<file path="src/rtl/hbus_pkg.sv">
package hbus_pkg;

    typedef enum logic [2:0] {
        ST_IDLE   = 3'd0,
        ST_FETCH  = 3'd1,
        ST_READ   = 3'd2,
        ST_WRITE  = 3'd3,
        ST_COMMIT = 3'd4
    } acc_state_t;

endpackage

</file>
<file path="src/rtl/hbus_sync.sv">
module hbus_sync #(
    parameter int             W       = 8,
    parameter int             STAGES  = 2,
    parameter logic [W-1:0]   RST_VAL = '0
) (
    input  logic         clk,
    input  logic         rst_n,
    input  logic [W-1:0] d_i,
    output logic [W-1:0] q_o
);

    logic [STAGES-1:0][W-1:0] stage_q;

    always_ff @(posedge clk or negedge rst_n) begin
        if (!rst_n) begin
            for (int i = 0; i < STAGES; i++) begin
                stage_q[i] <= RST_VAL;
            end
        end else begin
            stage_q[0] <= d_i;
            for (int i = 1; i < STAGES; i++) begin
                stage_q[i] <= stage_q[i-1];
            end
        end
    end

    assign q_o = stage_q[STAGES-1];

endmodule

</file>
<file path="src/rtl/hbus_access_fsm.sv">
module hbus_access_fsm
    import hbus_pkg::*;
#(
    parameter int ADDR_W = 3,
    parameter int DATA_W = 8
) (
    input  logic              clk,
    input  logic              rst_n,
    input  logic              mode_s,
    input  logic              cs_n_s,
    input  logic              rd_n_s,
    input  logic              wr_n_s,
    input  logic [ADDR_W-1:0] addr_s,
    input  logic [DATA_W-1:0] data_s,
    input  logic [DATA_W-1:0] reg_rdata_i,
    output logic              reg_rd_o,
    output logic              reg_wr_o,
    output logic [ADDR_W-1:0] reg_addr_o,
    output logic [DATA_W-1:0] reg_wdata_o,
    output logic [DATA_W-1:0] bus_data_o,
    output logic              bus_oe_o
);

    acc_state_t        state_q, state_d;
    logic              mode_q;
    logic [ADDR_W-1:0] addr_q;
    logic [DATA_W-1:0] wdata_q;
    logic [DATA_W-1:0] rdata_q;
    logic              rd_go, wr_go, rd_hold, wr_hold;

    // Start and continuation conditions for both bus styles
    always_comb begin
        rd_go   = !cs_n_s && (mode_s ? !rd_n_s : wr_n_s);
        wr_go   = !cs_n_s && !wr_n_s;
        rd_hold = !cs_n_s && (mode_q ? !rd_n_s : 1'b1);
        wr_hold = !cs_n_s && (mode_q ? !wr_n_s : 1'b1);
    end

    // Next-state logic
    always_comb begin
        state_d = state_q;
        unique case (state_q)
            ST_IDLE: begin
                if (rd_go)      state_d = ST_FETCH;
                else if (wr_go) state_d = ST_WRITE;
            end
            ST_FETCH:  state_d = ST_READ;
            ST_READ:   if (!rd_hold) state_d = ST_IDLE;
            ST_WRITE:  if (!wr_hold) state_d = ST_COMMIT;
            ST_COMMIT: state_d = ST_IDLE;
            default:   state_d = ST_IDLE;
        endcase
    end

    // State register
    always_ff @(posedge clk or negedge rst_n) begin
        if (!rst_n) state_q <= ST_IDLE;
        else        state_q <= state_d;
    end

    // Access context: mode, address and data
    always_ff @(posedge clk or negedge rst_n) begin
        if (!rst_n) begin
            mode_q  <= 1'b1;
            addr_q  <= '0;
            wdata_q <= '0;
            rdata_q <= '0;
        end else begin
            if (state_q == ST_IDLE && (rd_go || wr_go)) begin
                mode_q <= mode_s;
                addr_q <= addr_s;
            end
            if ((state_q == ST_IDLE && !rd_go && wr_go) ||
                (state_q == ST_WRITE && wr_hold)) begin
                wdata_q <= data_s;
            end
            if (state_q == ST_FETCH) begin
                rdata_q <= reg_rdata_i;
            end
        end
    end

    // Outputs
    always_comb begin
        reg_rd_o    = 1'b0;
        reg_wr_o    = 1'b0;
        bus_oe_o    = 1'b0;
        unique case (state_q)
            ST_IDLE:   ;
            ST_FETCH:  reg_rd_o = 1'b1;
            ST_READ:   bus_oe_o = 1'b1;
            ST_WRITE:  ;
            ST_COMMIT: reg_wr_o = 1'b1;
            default:   ;
        endcase
        reg_addr_o  = addr_q;
        reg_wdata_o = wdata_q;
        bus_data_o  = rdata_q;
    end

    assert_single_rd_R11: assert property (@(posedge clk) disable iff (!rst_n)
        reg_rd_o |=> !reg_rd_o);
    assert_single_wr_R11: assert property (@(posedge clk) disable iff (!rst_n)
        reg_wr_o |=> !reg_wr_o);
    assert_rd_wr_excl_R11: assert property (@(posedge clk) disable iff (!rst_n)
        !(reg_rd_o && reg_wr_o));
    assert_rd_then_drive_R2: assert property (@(posedge clk) disable iff (!rst_n)
        reg_rd_o |=> bus_oe_o);
    assert_no_drive_on_write_R3: assert property (@(posedge clk) disable iff (!rst_n)
        reg_wr_o |-> !bus_oe_o);
    assert_no_start_cs_high_R4: assert property (@(posedge clk) disable iff (!rst_n)
        cs_n_s |=> !reg_rd_o);
    assert_drive_stable_R8: assert property (@(posedge clk) disable iff (!rst_n)
        (bus_oe_o && $past(bus_oe_o)) |-> $stable(bus_data_o));

endmodule

</file>
<file path="src/rtl/hbus_irq_pin.sv">
module hbus_irq_pin (
    input  logic clk,
    input  logic rst_n,
    input  logic mode_s,
    input  logic pending_i,
    input  logic gate_i,
    output logic drv_o,
    output logic oe_o
);

    always_comb begin
        if (mode_s) begin
            drv_o = pending_i;
            oe_o  = gate_i;
        end else begin
            drv_o = 1'b0;
            oe_o  = pending_i;
        end
    end

    assert_irq_tristate_R9: assert property (@(posedge clk) disable iff (!rst_n)
        (mode_s && !gate_i) |-> !oe_o);
    assert_irq_low_only_R10: assert property (@(posedge clk) disable iff (!rst_n)
        (!mode_s && oe_o) |-> !drv_o);

endmodule

</file>
<file path="src/rtl/hbus_host_port.sv">
module hbus_host_port #(
    parameter int ADDR_W      = 3,
    parameter int DATA_W      = 8,
    parameter int SYNC_STAGES = 2
) (
    input  logic              clk,
    input  logic              rst_n,
    input  logic              bus_mode_i,
    input  logic              cs_n_i,
    input  logic              rd_n_i,
    input  logic              wr_n_i,
    input  logic [ADDR_W-1:0] addr_i,
    input  logic [DATA_W-1:0] data_i,
    output logic [DATA_W-1:0] data_o,
    output logic              data_oe_o,
    output logic              reg_rd_o,
    output logic              reg_wr_o,
    output logic [ADDR_W-1:0] reg_addr_o,
    output logic [DATA_W-1:0] reg_wdata_o,
    input  logic [DATA_W-1:0] reg_rdata_i,
    input  logic              irq_pending_i,
    input  logic              irq_gate_i,
    output logic              irq_drv_o,
    output logic              irq_oe_o
);

    localparam int SYNC_W = 4 + ADDR_W + DATA_W;
    localparam logic [SYNC_W-1:0] SYNC_RST = {4'b1111, {ADDR_W{1'b0}}, {DATA_W{1'b0}}};

    logic [SYNC_W-1:0] raw_vec, sync_vec;
    logic              mode_s, cs_n_s, rd_n_s, wr_n_s;
    logic [ADDR_W-1:0] addr_s;
    logic [DATA_W-1:0] data_s;

    assign raw_vec = {bus_mode_i, cs_n_i, rd_n_i, wr_n_i, addr_i, data_i};
    assign {mode_s, cs_n_s, rd_n_s, wr_n_s, addr_s, data_s} = sync_vec;

    hbus_sync #(
        .W       (SYNC_W),
        .STAGES  (SYNC_STAGES),
        .RST_VAL (SYNC_RST)
    ) u_sync (
        .clk   (clk),
        .rst_n (rst_n),
        .d_i   (raw_vec),
        .q_o   (sync_vec)
    );

    hbus_access_fsm #(
        .ADDR_W (ADDR_W),
        .DATA_W (DATA_W)
    ) u_fsm (
        .clk         (clk),
        .rst_n       (rst_n),
        .mode_s      (mode_s),
        .cs_n_s      (cs_n_s),
        .rd_n_s      (rd_n_s),
        .wr_n_s      (wr_n_s),
        .addr_s      (addr_s),
        .data_s      (data_s),
        .reg_rdata_i (reg_rdata_i),
        .reg_rd_o    (reg_rd_o),
        .reg_wr_o    (reg_wr_o),
        .reg_addr_o  (reg_addr_o),
        .reg_wdata_o (reg_wdata_o),
        .bus_data_o  (data_o),
        .bus_oe_o    (data_oe_o)
    );

    hbus_irq_pin u_irq (
        .clk       (clk),
        .rst_n     (rst_n),
        .mode_s    (mode_s),
        .pending_i (irq_pending_i),
        .gate_i    (irq_gate_i),
        .drv_o     (irq_drv_o),
        .oe_o      (irq_oe_o)
    );

endmodule

</file>
<file path="config.mk">
export PLATFORM = sky130hd
export DESIGN_NAME = hbus_host_port
export DESIGN_NICKNAME = d
export VERILOG_FILES = /design/src/rtl/hbus_pkg.sv /design/src/rtl/hbus_sync.sv /design/src/rtl/hbus_access_fsm.sv /design/src/rtl/hbus_irq_pin.sv /design/src/rtl/hbus_host_port.sv
export SDC_FILE = /design/constraint.sdc
export NUM_CORES = 1
export LEC_CHECK = 0
export BUFFER_PORTS_ARGS = -buffer_cell sky130_fd_sc_hd__buf_4
export CAP_MARGIN = 10
export CELL_PAD_IN_SITES_DETAIL_PLACEMENT = 1
export CELL_PAD_IN_SITES_GLOBAL_PLACEMENT = 1
export CORE_MARGIN = 2
export CORE_UTILIZATION = 41
export DETAILED_ROUTE_END_ITERATION = 16
export GPL_TIMING_DRIVEN = 0
export HOLD_SLACK_MARGIN = 0.15
export PLACE_DENSITY = 0.77
export SLEW_MARGIN = 5
export SYNTH_ARGS = -nofsm -noshare
export SYNTH_HDL_FRONTEND = slang
export SYNTH_SLANG_ARGS = --single-unit
export TNS_END_PERCENT = 30
</file>
<file path="constraint.sdc">
create_clock -name clk -period 1.9 [get_ports clk]
set_clock_uncertainty 0.1 [all_clocks]
set_input_delay 0.19 -clock clk [delete_from_list [all_inputs] [get_ports clk]]
set_output_delay 0.19 -clock clk [all_outputs]
set_load 0.05 [all_outputs]
</file>
==> qor_table.md <==
| Group | Item | This run |
|---|---|---|
| synth | Number of distinct standard cells referenced by the synthesized netlist | 19 |
| finish | Register Area | 1340 um2 |
| clock tree | Largest buffer count on any clock path | 2 |
| clock tree | Number of buffers created by CTS | 5 |
| pwr | Overall power consumption | 0.004297 W |
| grt | Overall overflow remaining after global route | 0 |
| placed design | Last weighted congestion value of the routability-driven placer | 0.7063 |
| finish | Antenna Cells | 0 |
| finish | Leading cell type in the layout, fill and taps excluded | buf_4 |
| critical path | Critical path arrival | 1.92 ns |
| critical path | CP Class | register to register |
| grt | GRT Util Overall | 0.1894 |
| detailed routing | Per-cell routed wire length | 17.13 um |
| critical path | Worst path slowest cell | mux2_2 |
| synth | Mapped Nets | 123 |
| detailed routing | Met3 wire length | 168 um |
| sta | Tightest slew margin relative to the limit | 0.5805 |
| grt | Initial antenna violation count | 0 |
| hold path | Tightest Hold Check Type | register to register |
| clock tree | Number of clock sinks | 53 |
| detailed routing | Iteration count of the initial detailed-routing pass | 4 |
| critical path | CP startpoint kind | register |
| grt | First-pass GRT wire length | 6044 um |
| detailed routing | Vias per cell | 4.832 |
| clock tree | TritonCTS clock tree | built |
| finish | Multi-input logic area | 384.1 um2 |
| critical path | Crit path max-delay family | compound AO/OA/AOI/OAI gates |
| synth | Synthesized netlist cell count | 96 |
| detailed routing | Wire length on met2 | 2238 um |
| sta | Pin slew with the least headroom to its limit | 0.6292 ns |
| critical path | Count of buffer and inverter cells on the critical path | 2 |
| placed design | Total half-perimeter wirelength after legalization and detailed placement | 2293 um |
| detailed routing | Detail Route Antenna Nets | 0 |
| finish | Number of filler instances in the final layout | 377 |
| synth | Mean area per synthesized cell | 17.96 um2 |
| finish | Fin nets | 208 |
| synth | Top post-synthesis cells by area | dfrtp_1, dfstp_2, mux2_2, o41ai_4, nor3b_1 |
| detailed routing | Iter 0 DRT Violations | 56 |
| sta | Min Clock Period, post-route | 1.826 ns |
| pwr | Leak pwr | 1.190 nW |
| placed design | # port buffers | 50 |
| floorplan | Die outline area | 4740 um2 |
| run | Number of maximum-capacitance constraint violations | 0 |
| status | Run status | completed |
| clock tree | Root buffer selected by CTS | clkbuf_8 |
| sta | Fin crit share | 0.9610 |
| detailed routing | Uppermost signal routing layer after detailed routing | met4 |
| critical path | Biggest cell delay along the critical path | 0.36 ns |
| sta | Highest Clock Rate | 0.5477 GHz |
| sta | Number of hold violations in the final report | 0 |
| critical path | Cells along the critical path | buf_2 > nand3b_1 > a211o_1 > o41ai_4 > buf_6 > mux2_2 |
| finish | Final cell count without fillers | 232 |
| sta | Worst hold slack across all endpoints | 0.2594 ns |
| finish | Leading cell types in the layout, fill and taps excluded | buf_4, dfrtp_1, dlygate4sd3_1, mux2_2, dfstp_2 |
| synth | Seq/Total Area, Yosys | 0.7758 |
| floorplan | Core Footprint | 4029 um2 |
| critical path | Critical Path Fanout Max | 8 |
| finish | Layout overhead on the synthesized area | 48.98% |
| synth | Post-Synthesis Cell Area | 1724 um2 |
| floorplan | Number of cell rows | 23 |
| clock tree | Count of H-tree levels built during CTS | 2 |
| floorplan | Floorplan die height | 68.85 um |
| sta | Total setup violations reported at the end of the flow | 0 |
| floorplan | Starting Density | 0.4280 |
| sta | Max-slew violation total from the final report | 0 |
| synth | Ys Warns | 0 |
| grt | Vias in the first global route | 1256 |
| floorplan | Number of top-level pins | 51 |
| floorplan | DIE WIDTH | 68.85 um |
| synth | FF+latch count, synth | 53 |
| pwr | Worst vdd ir | 0.9746 mV |
| clock tree | Clock slew at reported path FFs | 0.09 ns |
| grt | Pin count of the biggest net entering global routing | 54 |
| detailed routing | Number of remaining DRC errors | 0 |
| critical path | CP Capture Type | register |
| detailed routing | Overall via count from detail_route | 1121 |
| pwr | Power per unit of standard cell area | 1673 nW/um2 |
| detailed routing | Final routed wirelength across all metal layers | 3974 um |
| placed design | Total instance count after detailed placement | 196 |
| synth | Cell taking the most area after synthesis | dfrtp_1 |
| critical path | Crit path required time | 1.99 ns |
| detailed routing | Met1 routed wirelength after detailed routing | 1462 um |
| synth | Yosys top cell area share | 0.6386 |
| clock tree | Clock latency of the later-clocked register in the worst-skew pair | 0.31 ns |
| finish | Fraction of layout instances using a drive strength above 1 | 0.5385 |
==> worst reg2reg max path: cells and delay by family, from the launching register on <==
kind	cells	cell delay, ns
buffers and inverters	2	0.39
muxes	1	0.36
AOI/OAI and AO/OA	2	0.40
DFF	1	0.33
and+or+nand+nor	1	0.13
==> cell families (layout without fill, tap and decap cells) <==
group | count (synthesis) | in the layout | share of synthesized area
flip-flops | 53 | 53 | 0.7758
AO/OA/AOI/OAI | 8 | 8 | 0.04209
AND/OR/NAND/NOR | 11 | 11 | 0.03702
multiplexers | 21 | 21 | 0.1372
buffers and inverters | 3 | 89 | 0.007981
==> sequential cells by signal, indices dropped and copies added (netlist names) <==
register           count
u_sync.q_o            15
u_sync.stage_q        15
u_fsm.bus_data_o       8
u_fsm.reg_wdata_o      8
u_fsm.reg_addr_o       3
u_fsm.state_q          3
u_fsm.mode_q           1
==> what timing repair did <==
| action | CTS | global route |
|---|---|---|
| pin swaps | 1 | 1 |
| hold buffers | 24 | 0 |
| buffers inserted | 1 | 3 |
| endpoints found under the setup margin | 9 | 12 |
| endpoints found under the hold margin | 67 | 0 |
| gates resized for setup | 2 | 5 |
==> path summary, 6_finish.rpt <==
| path | startpoint | slack (ns) | endpoint | cells past startpoint |
|---|---|---|---|---|
| min in group asynchronous | rst_n | 0.35 | u_fsm.bus_data_o[6] | 2 |
| setup reg to reg | u_fsm.state_q[0] | 0.07 | u_fsm.reg_wdata_o[6] | 6 |
| hold / removal | u_sync.stage_q[2] | 0.26 | u_sync.q_o[2] | 0 |
| hold reg to reg | u_sync.stage_q[2] | 0.26 | u_sync.q_o[2] | 0 |
| setup / recovery | u_fsm.state_q[0] | 0.07 | u_fsm.reg_wdata_o[6] | 6 |
| max in group asynchronous | rst_n | 0.90 | u_fsm.state_q[1] | 2 |
==> layout make-up <==
cell class,instances,area share
sequential,53,0.5217
timing repair buffer,78,0.2528
multi-input combinational,40,0.1495
clock buffer,7,0.03361
tap,50,0.02435
clock inverter,1,0.01169
buffer,2,0.004871
inverter,1,0.001461
==> synth_stat cells <==
| cell type | n |
|---|---|
| dfrtp_1 | 44 |
| mux2_2 | 21 |
| dfstp_2 | 9 |
| a21oi_1 | 2 |
| and2_1 | 2 |
| buf_2 | 2 |
| nand2_1 | 2 |
| nor2_1 | 2 |
| nor3b_1 | 2 |
| a211o_1 | 1 |
| a21o_1 | 1 |
| a221oi_1 | 1 |
| and2b_1 | 1 |
| inv_1 | 1 |
| nand3b_1 | 1 |
| nor4_1 | 1 |
| o21ai_0 | 1 |
| o21ai_1 | 1 |
| o41ai_4 | 1 |
==> stage by stage <==
stage	setup slack, ns	area [um2]	setup TNS, ns	utilization
3_5_place_dp	-0.04149	2167	-0.2359	0.5379
5_1_grt	-0.008935	2569	-0.008935	0.6376
4_1_cts	-0.0001914	2536	-0.0001914	0.6295
2_1_floorplan	0.2007	1729	0	-
3_3_place_gp	0.009411	2167	0	0.5379
6_report	0.07419	2569	0	0.6376
==> per-layer routing <==
metal  vias to the layer above  track usage
met2                        42       0.3570
met4                         0      0.08824
met5                         -            0
li1                        500            -
met1                       570       0.1891
met3                         9      0.05519
==> power breakdown <==
part	switching [W]	internal (W)	total, W	leakage [nW]
Clock	0.000360	0.000430	0.000790	0.0585
Combinational	0.00120	0.000694	0.00190	0.519
Sequential	0.000186	0.00143	0.00161	0.612
Note: power is estimated with default switching activity, not from simulation.
